<file path="config.mk">
export PLATFORM = sky130hd
export DESIGN_NAME = flash_pwr_mgr
export DESIGN_NICKNAME = d
export VERILOG_FILES = /design/src/rtl/fpm_pkg.sv /design/src/rtl/fpm_timebase.sv /design/src/rtl/fpm_bank_seq.sv /design/src/rtl/flash_pwr_mgr.sv
export SDC_FILE = /design/constraint.sdc
export NUM_CORES = 1
export LEC_CHECK = 0
export ABC_CLOCK_PERIOD_IN_PS = 4700
export BUFFER_PORTS_ARGS = -buffer_cell sky130_fd_sc_hd__buf_4
export CAP_MARGIN = 10
export CORE_MARGIN = 5
export CORE_UTILIZATION = 45
export CTS_CLUSTER_SIZE = 28
export DETAILED_ROUTE_END_ITERATION = 10
export PLACE_DENSITY_LB_ADDON = 0.3
export RECOVER_POWER = 100
export SYNTH_ARGS = -nofsm -noshare
export SYNTH_HDL_FRONTEND = slang
export SYNTH_SLANG_ARGS = --single-unit
</file>
<file path="constraint.sdc">
create_clock -name clk -period 4.7 [get_ports clk]
set_input_delay 0.235 -clock clk [delete_from_list [all_inputs] [get_ports clk]]
set_output_delay 0.235 -clock clk [all_outputs]
set_load 0.02 [all_outputs]
</file>
<file path="src/rtl/fpm_pkg.sv">
package fpm_pkg;

  typedef enum logic [2:0] {
    PS_OFF    = 3'd0,
    PS_SETTLE = 3'd1,
    PS_RESET  = 3'd2,
    PS_ON     = 3'd3,
    PS_FAULT  = 3'd4
  } pwr_state_t;

  // Strictly greater: the idle limit must be exceeded, not just reached.
  function automatic logic beyond_limit(input logic [31:0] elapsed,
                                        input logic [31:0] limit);
    return elapsed > limit;
  endfunction

  // Settling delay expressed in raw clock cycles.
  function automatic int unsigned settle_len(input int unsigned ticks,
                                             input int unsigned cyc_per_tick);
    return ticks * cyc_per_tick;
  endfunction

  // Ticks between two modular timestamps.
  function automatic logic [31:0] tick_gap(input logic [31:0] now_t,
                                           input logic [31:0] then_t,
                                           input int unsigned width);
    logic [31:0] mask;
    mask = (width >= 32) ? 32'hFFFF_FFFF : ((32'd1 << width) - 32'd1);
    return (now_t - then_t) & mask;
  endfunction

endpackage

</file>
<file path="src/rtl/fpm_timebase.sv">
module fpm_timebase #(
  parameter int unsigned TICK_CYCLES = 125000,
  parameter int unsigned CHECK_TICKS = 100,
  parameter int unsigned TS_W        = 10
) (
  input  logic            clk,
  input  logic            rst_n,
  output logic            check_evt,
  output logic [TS_W-1:0] now
);
  localparam int unsigned CHK_W = (CHECK_TICKS > 1) ? $clog2(CHECK_TICKS + 1) : 1;

  logic            tick;
  logic [CHK_W-1:0] chk_q;
  logic [TS_W-1:0]  now_q;

  generate
    if (TICK_CYCLES > 1) begin : g_prescale
      localparam int unsigned PRE_W = $clog2(TICK_CYCLES);
      logic [PRE_W-1:0] pre_q;
      assign tick = (pre_q == PRE_W'(TICK_CYCLES - 1));
      always_ff @(posedge clk or negedge rst_n) begin
        if (!rst_n)     pre_q <= '0;
        else if (tick)  pre_q <= '0;
        else            pre_q <= pre_q + 1'b1;
      end
    end else begin : g_every_cycle
      assign tick = 1'b1;
    end
  endgenerate

  assign check_evt = tick && (chk_q == CHK_W'(CHECK_TICKS - 1));

  always_ff @(posedge clk or negedge rst_n) begin
    if (!rst_n) begin
      chk_q <= '0;
      now_q <= '0;
    end else if (tick) begin
      chk_q <= check_evt ? '0 : chk_q + 1'b1;
      now_q <= now_q + 1'b1;
    end
  end

  assign now = now_q;
endmodule

</file>
<file path="src/rtl/fpm_bank_seq.sv">
module fpm_bank_seq #(
  parameter int unsigned NB = 4
) (
  input  logic                                 clk,
  input  logic                                 rst_n,
  input  logic                                 start,
  input  logic [NB-1:0]                        mask,
  input  logic                                 rst_ack,
  input  logic                                 rst_fail,
  output logic [NB-1:0]                        rst_req,
  output logic [NB-1:0]                        snap,
  output logic                                 done,
  output logic                                 fail,
  output logic [((NB > 1) ? $clog2(NB) : 1)-1:0] fail_idx
);
  localparam int unsigned IDX_W = (NB > 1) ? $clog2(NB) : 1;

  logic             active_q;
  logic [IDX_W-1:0] idx_q;
  logic [NB-1:0]    snap_q;
  logic             cur_present;
  logic             at_last;
  logic             advance;

  assign cur_present = snap_q[idx_q];
  assign at_last     = (idx_q == IDX_W'(NB - 1));
  assign advance     = active_q && (!cur_present || (rst_ack && !rst_fail));
  assign done        = advance && at_last;
  assign fail        = active_q && cur_present && rst_ack && rst_fail;
  assign fail_idx    = idx_q;
  assign snap        = snap_q;

  generate
    for (genvar b = 0; b < NB; b++) begin : g_req
      assign rst_req[b] = active_q && snap_q[b] && (idx_q == IDX_W'(b));
    end
  endgenerate

  always_ff @(posedge clk or negedge rst_n) begin
    if (!rst_n) begin
      active_q <= 1'b0;
      idx_q    <= '0;
      snap_q   <= '0;
    end else if (start) begin
      active_q <= 1'b1;
      idx_q    <= '0;
      snap_q   <= mask;
    end else if (fail) begin
      active_q <= 1'b0;
    end else if (advance) begin
      if (at_last) active_q <= 1'b0;
      else         idx_q    <= idx_q + 1'b1;
    end
  end
endmodule

</file>
<file path="src/rtl/flash_pwr_mgr.sv">
module flash_pwr_mgr #(
  parameter int unsigned NUM_BANKS    = 4,
  parameter int unsigned TICK_CYCLES  = 125000,
  parameter int unsigned SETTLE_TICKS = 50,
  parameter int unsigned CHECK_TICKS  = 100,
  parameter int unsigned IDLE_TICKS   = 200
) (
  input  logic                 clk,
  input  logic                 rst_n,
  input  logic                 init_load,
  input  logic [NUM_BANKS-1:0] init_mask,
  input  logic                 acc_req,
  input  logic                 acc_done,
  output logic                 acc_gnt,
  output logic                 acc_ready,
  output logic [NUM_BANKS-1:0] rst_req,
  input  logic                 rst_ack,
  input  logic                 rst_fail,
  output logic                 supply_en,
  output logic                 pins_park,
  output logic                 ctl_clk_en,
  output logic                 fatal_err,
  output logic [((NUM_BANKS > 1) ? $clog2(NUM_BANKS) : 1)-1:0] fatal_bank
);
  import fpm_pkg::*;

  localparam int unsigned IDX_W      = (NUM_BANKS > 1) ? $clog2(NUM_BANKS) : 1;
  localparam int unsigned TS_W       = $clog2(IDLE_TICKS + 2 * CHECK_TICKS + 2) + 1;
  localparam int unsigned SETTLE_CYC = settle_len(SETTLE_TICKS, TICK_CYCLES);
  localparam int unsigned SC_W       = $clog2(SETTLE_CYC + 1);

  pwr_state_t           state_q;
  logic [SC_W-1:0]      settle_q;
  logic                 busy_q;
  logic [NUM_BANKS-1:0] present_q;
  logic [TS_W-1:0]      last_q;
  logic [IDX_W-1:0]     fatal_bank_q;

  // Internal events, named so the checker can observe them.
  logic                 check_evt;
  logic [TS_W-1:0]      now;
  logic                 seq_start;
  logic                 seq_done;
  logic                 seq_fail;
  logic [IDX_W-1:0]     seq_fail_idx;
  logic [NUM_BANKS-1:0] seq_snap;
  logic                 stamp;
  logic                 idle_over;
  logic                 settle_end;
  logic                 pd_go;

  fpm_timebase #(
    .TICK_CYCLES (TICK_CYCLES),
    .CHECK_TICKS (CHECK_TICKS),
    .TS_W        (TS_W)
  ) u_timebase (
    .clk       (clk),
    .rst_n     (rst_n),
    .check_evt (check_evt),
    .now       (now)
  );

  fpm_bank_seq #(
    .NB (NUM_BANKS)
  ) u_seq (
    .clk      (clk),
    .rst_n    (rst_n),
    .start    (seq_start),
    .mask     (present_q),
    .rst_ack  (rst_ack),
    .rst_fail (rst_fail),
    .rst_req  (rst_req),
    .snap     (seq_snap),
    .done     (seq_done),
    .fail     (seq_fail),
    .fail_idx (seq_fail_idx)
  );

  assign acc_gnt    = (state_q == PS_ON) && acc_req && !busy_q;
  assign stamp      = acc_gnt || (busy_q && acc_done) || seq_done;
  assign idle_over  = beyond_limit(tick_gap(32'(now), 32'(last_q), TS_W),
                                   32'(IDLE_TICKS));
  assign settle_end = (state_q == PS_SETTLE) && (settle_q == SC_W'(SETTLE_CYC - 1));
  assign seq_start  = settle_end;
  assign pd_go      = check_evt && (state_q == PS_ON) && !busy_q && !acc_req && idle_over;

  always_ff @(posedge clk or negedge rst_n) begin
    if (!rst_n) begin
      state_q      <= PS_OFF;
      settle_q     <= '0;
      fatal_bank_q <= '0;
    end else begin
      unique case (state_q)
        PS_OFF: begin
          if (acc_req) begin
            state_q  <= PS_SETTLE;
            settle_q <= '0;
          end
        end
        PS_SETTLE: begin
          settle_q <= settle_q + 1'b1;
          if (settle_end) state_q <= PS_RESET;
        end
        PS_RESET: begin
          if (seq_fail) begin
            state_q      <= PS_FAULT;
            fatal_bank_q <= seq_fail_idx;
          end else if (seq_done) begin
            state_q <= PS_ON;
          end
        end
        PS_ON: begin
          if (pd_go) state_q <= PS_OFF;
        end
        PS_FAULT: state_q <= PS_FAULT;
        default:  state_q <= PS_OFF;
      endcase
    end
  end

  always_ff @(posedge clk or negedge rst_n) begin
    if (!rst_n)         busy_q <= 1'b0;
    else if (acc_gnt)   busy_q <= 1'b1;
    else if (acc_done)  busy_q <= 1'b0;
  end

  always_ff @(posedge clk or negedge rst_n) begin
    if (!rst_n)          present_q <= '0;
    else if (init_load)  present_q <= init_mask;
  end

  always_ff @(posedge clk or negedge rst_n) begin
    if (!rst_n)      last_q <= '0;
    else if (stamp)  last_q <= now;
  end

  assign supply_en  = (state_q != PS_OFF);
  assign ctl_clk_en = (state_q != PS_OFF);
  assign pins_park  = (state_q == PS_OFF);
  assign acc_ready  = (state_q == PS_ON);
  assign fatal_err  = (state_q == PS_FAULT);
  assign fatal_bank = fatal_bank_q;
endmodule

</file>
* Yosys cells after proc, flatten, opt, wreduce, memory -nomap -nowiden *
Index checks and enable logic that the tools add are counted.

operators by class
  $add $sub $neg = 6
  order comparisons = 2
  muxes and demuxes = 22
  reductions and logical operators = 43
  equality and inequality tests = 16

operators with widths
  operator               number
  $pmux 23 s2            1
  $add 23x1->23 const B  1
  $eq 23x23->1 const B   1
  $logic_and 1x1->1      23
  $mux 23                1
  $add 17x1->17 const B  1
  $eq 17x17->1 const B   1
  $mux 17                1
  $mux 3                 5
  $pmux 3 s5             1
  $add 10x1->10 const B  1
  $gt 10x8->1 const B    1
  $sub 10x10->10         1
  $reduce_bool 3->1      3
  $mux 2                 4
  $ne 2x2->1 const B     4
  $add 7x1->7 const B    1
  $eq 7x7->1 const B     1
  $mux 1                 7
  $mux 7                 1
  $eq 3x2->1 const B     2
  $reduce_and 2->1       3
  $reduce_bool 2->1      3
  $eq 2x2->1 const B     2
  14 further kinds       19

storage, ports and cells
  output and inout bits = 12
  logic and storage cells = 101
  bits of input ports = 11
  flip-flop bits (word level) = 84

* Longest topological paths before layout *
  depth after elaboration = 9
  gate-level depth with buffers = 11
  mapped depth without buffers = 11

* Cells and area by module *
From an unflattened synthesis, not the netlist that was laid out.

second synthesis, totals
  cell total of the unflattened synthesis = 465
  area, all modules = 4654.5 sq um

by module, submodules not included
  module         cells each  area an instance (sq um)  times used  seq. area each (sq um)
  flash_pwr_mgr  275         2542.4                    1           1076.0
  fpm_timebase   152         1676.6                    1           850.8
  fpm_bank_seq   38          435.4                     1           175.2

* Worst setup path after synthesis *
No wires, ideal clock.

  path kind = flip-flop to flip-flop
  start = reg u_timebase.now_q[0], in the netlist u_timebase.now[0]
  end = reg state_q[1]
  path buffers = 0
  period minus slack after synthesis = 2376 ps
  setup slack = 2324 ps
  cell stages (with the launch flop) = 12
  required time = 4618 ps
  data arrival time = 2294 ps
  setup time = 82 ps
  path through = dfrtp_1 > inv_1 > ha_1 > inv_1 > fa_1 > a21o_1 > a41oi_1 > o21ai_0 > o31ai_1 > xor2_1 > o311ai_0 > a31oi_1

on the way
  longest elaborated chain between the ends = 5

ends and longest elaborated chain
  what                               RTL line              text
  start, declared                    fpm_timebase.sv:15    logic [TS_W-1:0] now_q;
  start signal, assigned             fpm_timebase.sv:40    now_q <= now_q + 1'b1;
  $sub 10x10->10                     fpm_pkg.sv:29         return (now_t - then_t) & mask;
  $gt 10x8->1                        fpm_pkg.sv:14         return elapsed > limit;
  $logic_and 1x1->1                  flash_pwr_mgr.sv:85   assign pd_go = check_evt && (state_q == PS_ON) && !busy_q && !acc_req && idle_over;
  $ne 2x1->1 (no source line)        --
  $reduce_and 4->1 (no source line)  --
  end signal, assigned               flash_pwr_mgr.sv:89   state_q <= PS_OFF;
  end signal, assigned               flash_pwr_mgr.sv:96   state_q <= PS_SETTLE;
  end signal, assigned               flash_pwr_mgr.sv:102  if (settle_end) state_q <= PS_RESET;
  end, declared                      flash_pwr_mgr.sv:32   pwr_state_t state_q;

No other way between the ends.
A chain may end at the register's enable or synchronous reset.

* Worst setup path after layout *
  start = reg u_timebase.g_prescale.pre_q[0]
  end = reg u_timebase.now_q[9], in the netlist u_timebase.now[9]

on the way
  longest elaborated chain between the ends = 1

ends and longest elaborated chain
  what                    RTL line            text
  start, declared         fpm_timebase.sv:20  logic [PRE_W-1:0] pre_q;
  start signal, assigned  fpm_timebase.sv:25  else pre_q <= pre_q + 1'b1;
  $eq 17x17->1            fpm_timebase.sv:21  assign tick = (pre_q == PRE_W'(TICK_CYCLES - 1));

No other way between the ends.

==> flow_summary.json <==
{
  "outcome": "complete, but fails checks",
  "violations": "max-capacitance violations, max-slew violations",
  "ys_async_sr_fraction": 1.00,
  "cts-buffers-inserted": 9,
  "arrival_ns": 3.30,
  "firstDrtPassIters": 4,
  "reg2regPathDepth": 8,
  "drt_wl_total_um": 8040,
  "clk_latency_ns": 0.36,
  "cts_resized": 0,
  "reg2reg_to": "u_timebase.now[9]",
  "holdBufCountCts": 0,
  "grt_pass1_vias": 3017,
  "total_power_uw": 1330,
  "max_freq_mhz": 327,
  "r2r-start": "u_timebase.g_prescale.pre_q[0]",
  "core_area_um2": 9640,
  "syn-cell-area_um2": 4390,
  "met1_usage": 0.198,
  "synth_top_flop_cell": "dfrtp_1",
  "die_h_um": 109,
  "holdCritPathClass": "input pin to flop",
  "final_cell_mix": "dfrtp_1 (84), nand2_1 (45), nand3_1 (34)",
  "grt_max_degree": 85,
  "io_buffers": 22,
  "grt_antenna_before_repair": 0,
  "worstSetupPathType": "flop to flop",
  "layout-drive-gt1-share": 0.100,
  "mostFrequentLayoutCell": "dfrtp_1",
  "top_usage_layer": "met2",
  "slew_headroom": -0.363,
  "setup_tns_ns": 0,
  "skew_ns": 0.0149,
  "place_hpwl_um": 5770,
  "maxCapViolCount": 1,
  "viasPerCell": 5.25,
  "peakVddDrop_v": 0.000160,
  "grt_overflow": 0,
  "finalCriticalPeriod_ns": 3.06,
  "yosys_warnings": 0,
  "ys_types": 52,
  "p_leak_uw": 0.00221,
  "clkTransAtPathRegs_ns": 0.09,
  "routedWlPerCell_um": 13.3,
  "syn_nets": 467,
  "grtUsageMet3": 0.0367,
  "start_kind": "flop",
  "setup_viol": 0,
  "antenna_cells": 0,
  "die_w_um": 109,
  "ios": 23,
  "ant_nets": 0,
  "crit_path_max_fanout": 16,
  "cts.sinks": 84,
  "gp_congestion": 0.801,
  "h-tree-depth": 3,
  "clk_path_buf_depth": 2,
  "period_share": 0.651,
  "finalHoldViolations": 0,
  "drtIter0Drc": 130,
  "rsz0062_at_grt": "false",
  "cts_setup_buffers": 0,
  "grt_use_total": 0.146,
  "synthCells": 438,
  "yosysSeqAreaShare": 0.479,
  "synth_seq_cells": 84,
  "vias": 3162,
  "num_rows": 36,
  "worstSetupEndpoint": "u_timebase.now[9]",
  "synth_edf_count": 0,
  "layout.nets": 493,
  "die-area_um2": 11800,
  "drv_slew": 85,
  "cts_tree": "yes",
  "cts_root_buffer": "clkbuf_8",
  "cp_data_required_time_ns": 4.94,
  "crit_start": "u_timebase.g_prescale.pre_q[0]",
  "syn_area_per_cell_um2": 10.0,
  "r2r_setup_slack_ns": 1.64,
  "fillers": 913,
  "synthToLayoutAreaGrowth_pct": 9.81,
  "endpoint_kind": "flop",
  "drc_errors": 0,
  "power.density_nw_per_um2": 275,
  "grt_pass1_wl_um": 13900,
  "grt.met2_usage": 0.229,
  "tightest_slew_ns": 2.04,
  "initial_utilization": 0.455
}
-- cells by family (layout without fill, tap and decap cells) --
kind of cell	Yosys count	count (layout)	share of synthesized area
and+or+nand+nor	175	175	0.209
adders and majority gates	18	18	0.0531
DFF	84	84	0.479
xor gates and xnor gates	34	34	0.0679
AOI/OAI and AO/OA	69	69	0.0961
buffers and inverters	33	64	0.0299
muxes	25	25	0.0650
-- Yosys cell counts, types with 2 or more instances --
| cell type | instances | area share |
|---|---|---|
| a21o_1 | 4 | 0.0068 |
| a21oi_1 | 9 | 0.010 |
| a31oi_1 | 4 | 0.0057 |
| and2_1 | 3 | 0.0043 |
| and3_1 | 17 | 0.024 |
| and3b_1 | 2 | 0.0040 |
| buf_2 | 3 | 0.0034 |
| clkbuf_1 | 6 | 0.0051 |
| dfrtp_1 | 84 | 0.48 |
| ha_1 | 17 | 0.048 |
| inv_1 | 22 | 0.019 |
| mux2_2 | 18 | 0.046 |
| mux2i_1 | 6 | 0.014 |
| nand2_1 | 45 | 0.039 |
| nand3_1 | 32 | 0.037 |
| nand3_2 | 3 | 0.0068 |
| nand3b_1 | 4 | 0.0068 |
| nand4_1 | 12 | 0.017 |
| nor2_1 | 32 | 0.027 |
| nor2b_1 | 4 | 0.0057 |
| nor3_1 | 9 | 0.010 |
| nor3b_1 | 2 | 0.0034 |
| o211ai_1 | 4 | 0.0068 |
| o21a_1 | 2 | 0.0034 |
| o21ai_0 | 31 | 0.035 |
| o31ai_1 | 5 | 0.0086 |
| xnor2_1 | 18 | 0.036 |
| xor2_1 | 16 | 0.032 |
-- registers in the layout, indices dropped and copies added, names as in the netlist --
register                     cells
present_q                        4
fatal_bank                       2
state_q                          3
settle_q                        23
u_timebase.chk_q                 7
last_q                          10
busy_q                           1
u_seq.snap                       4
u_timebase.g_prescale.pre_q     17
u_timebase.now                  10
u_seq.fail_idx                   2
u_seq.active_q                   1
-- worst min path at each step --
stage	slack, ns	cells past startpoint	to	start
final	0.10	2	present_q[2]	init_mask[2]
after global routing	0.09	2	present_q[2]	init_mask[2]
after CTS	0.07	1	settle_q[6]	rst_n
after detailed placement	0.47	2	fatal_bank[1]	fatal_bank[1]
after global placement	0.47	2	fatal_bank[1]	fatal_bank[1]
after floorplan	-0.06	0	busy_q	rst_n
-- stage by stage --
step	worst slack [ns]	hold slack [ns]	std cells	utilization	area (um^2)
detailed placement	1.99	0.473	586	0.487	4700
global route	1.24	0.0852	602	0.500	4820
global placement	2.12	0.466	586	0.487	4700
floorplan	2.32	-0.0606	438	-	4390
finish	1.64	0.105	602	0.500	4820
CTS	1.95	0.0741	602	0.510	4910
-- power by group --
group / internal, uW / switching [uW]
Combinational: 14.3 / 25.8
Sequential: 727 / 2.90
Clock: 281 / 274
Total: 1020 / 303
-- per-layer routing --
| layer | share of wire | vias to the layer above |
|---|---|---|
| met2 | 0.45 | 37 |
| li1 | - | 1602 |
| met5 | 0 | - |
| met3 | 0.037 | 9 |
| met4 | 0.013 | 0 |
| met1 | 0.50 | 1514 |
-- area by class of cell --
class	count	area, um^2	share of cell area
Sequential cell	84	2100	0.436
Clock inverter	5	65.1	0.0135
Multi-Input combinational cell	321	2110	0.439
Clock buffer	11	151	0.0314
Inverter	23	86.3	0.0179
Timing Repair Buffer	25	133	0.0275
Tap cell	133	166	0.0345
-- critical path: stages, from the launching register on --
cell and delay, ns:
dfrtp_1 0.39, ha_1 0.23, nor4b_1 0.31, nand3b_1 0.16, nor4_1 0.60, clkbuf_1 0.57, and4_1 0.40, nand3_1 0.14
xnor2_1 0.14
Power figures use the tool's default switching activity.
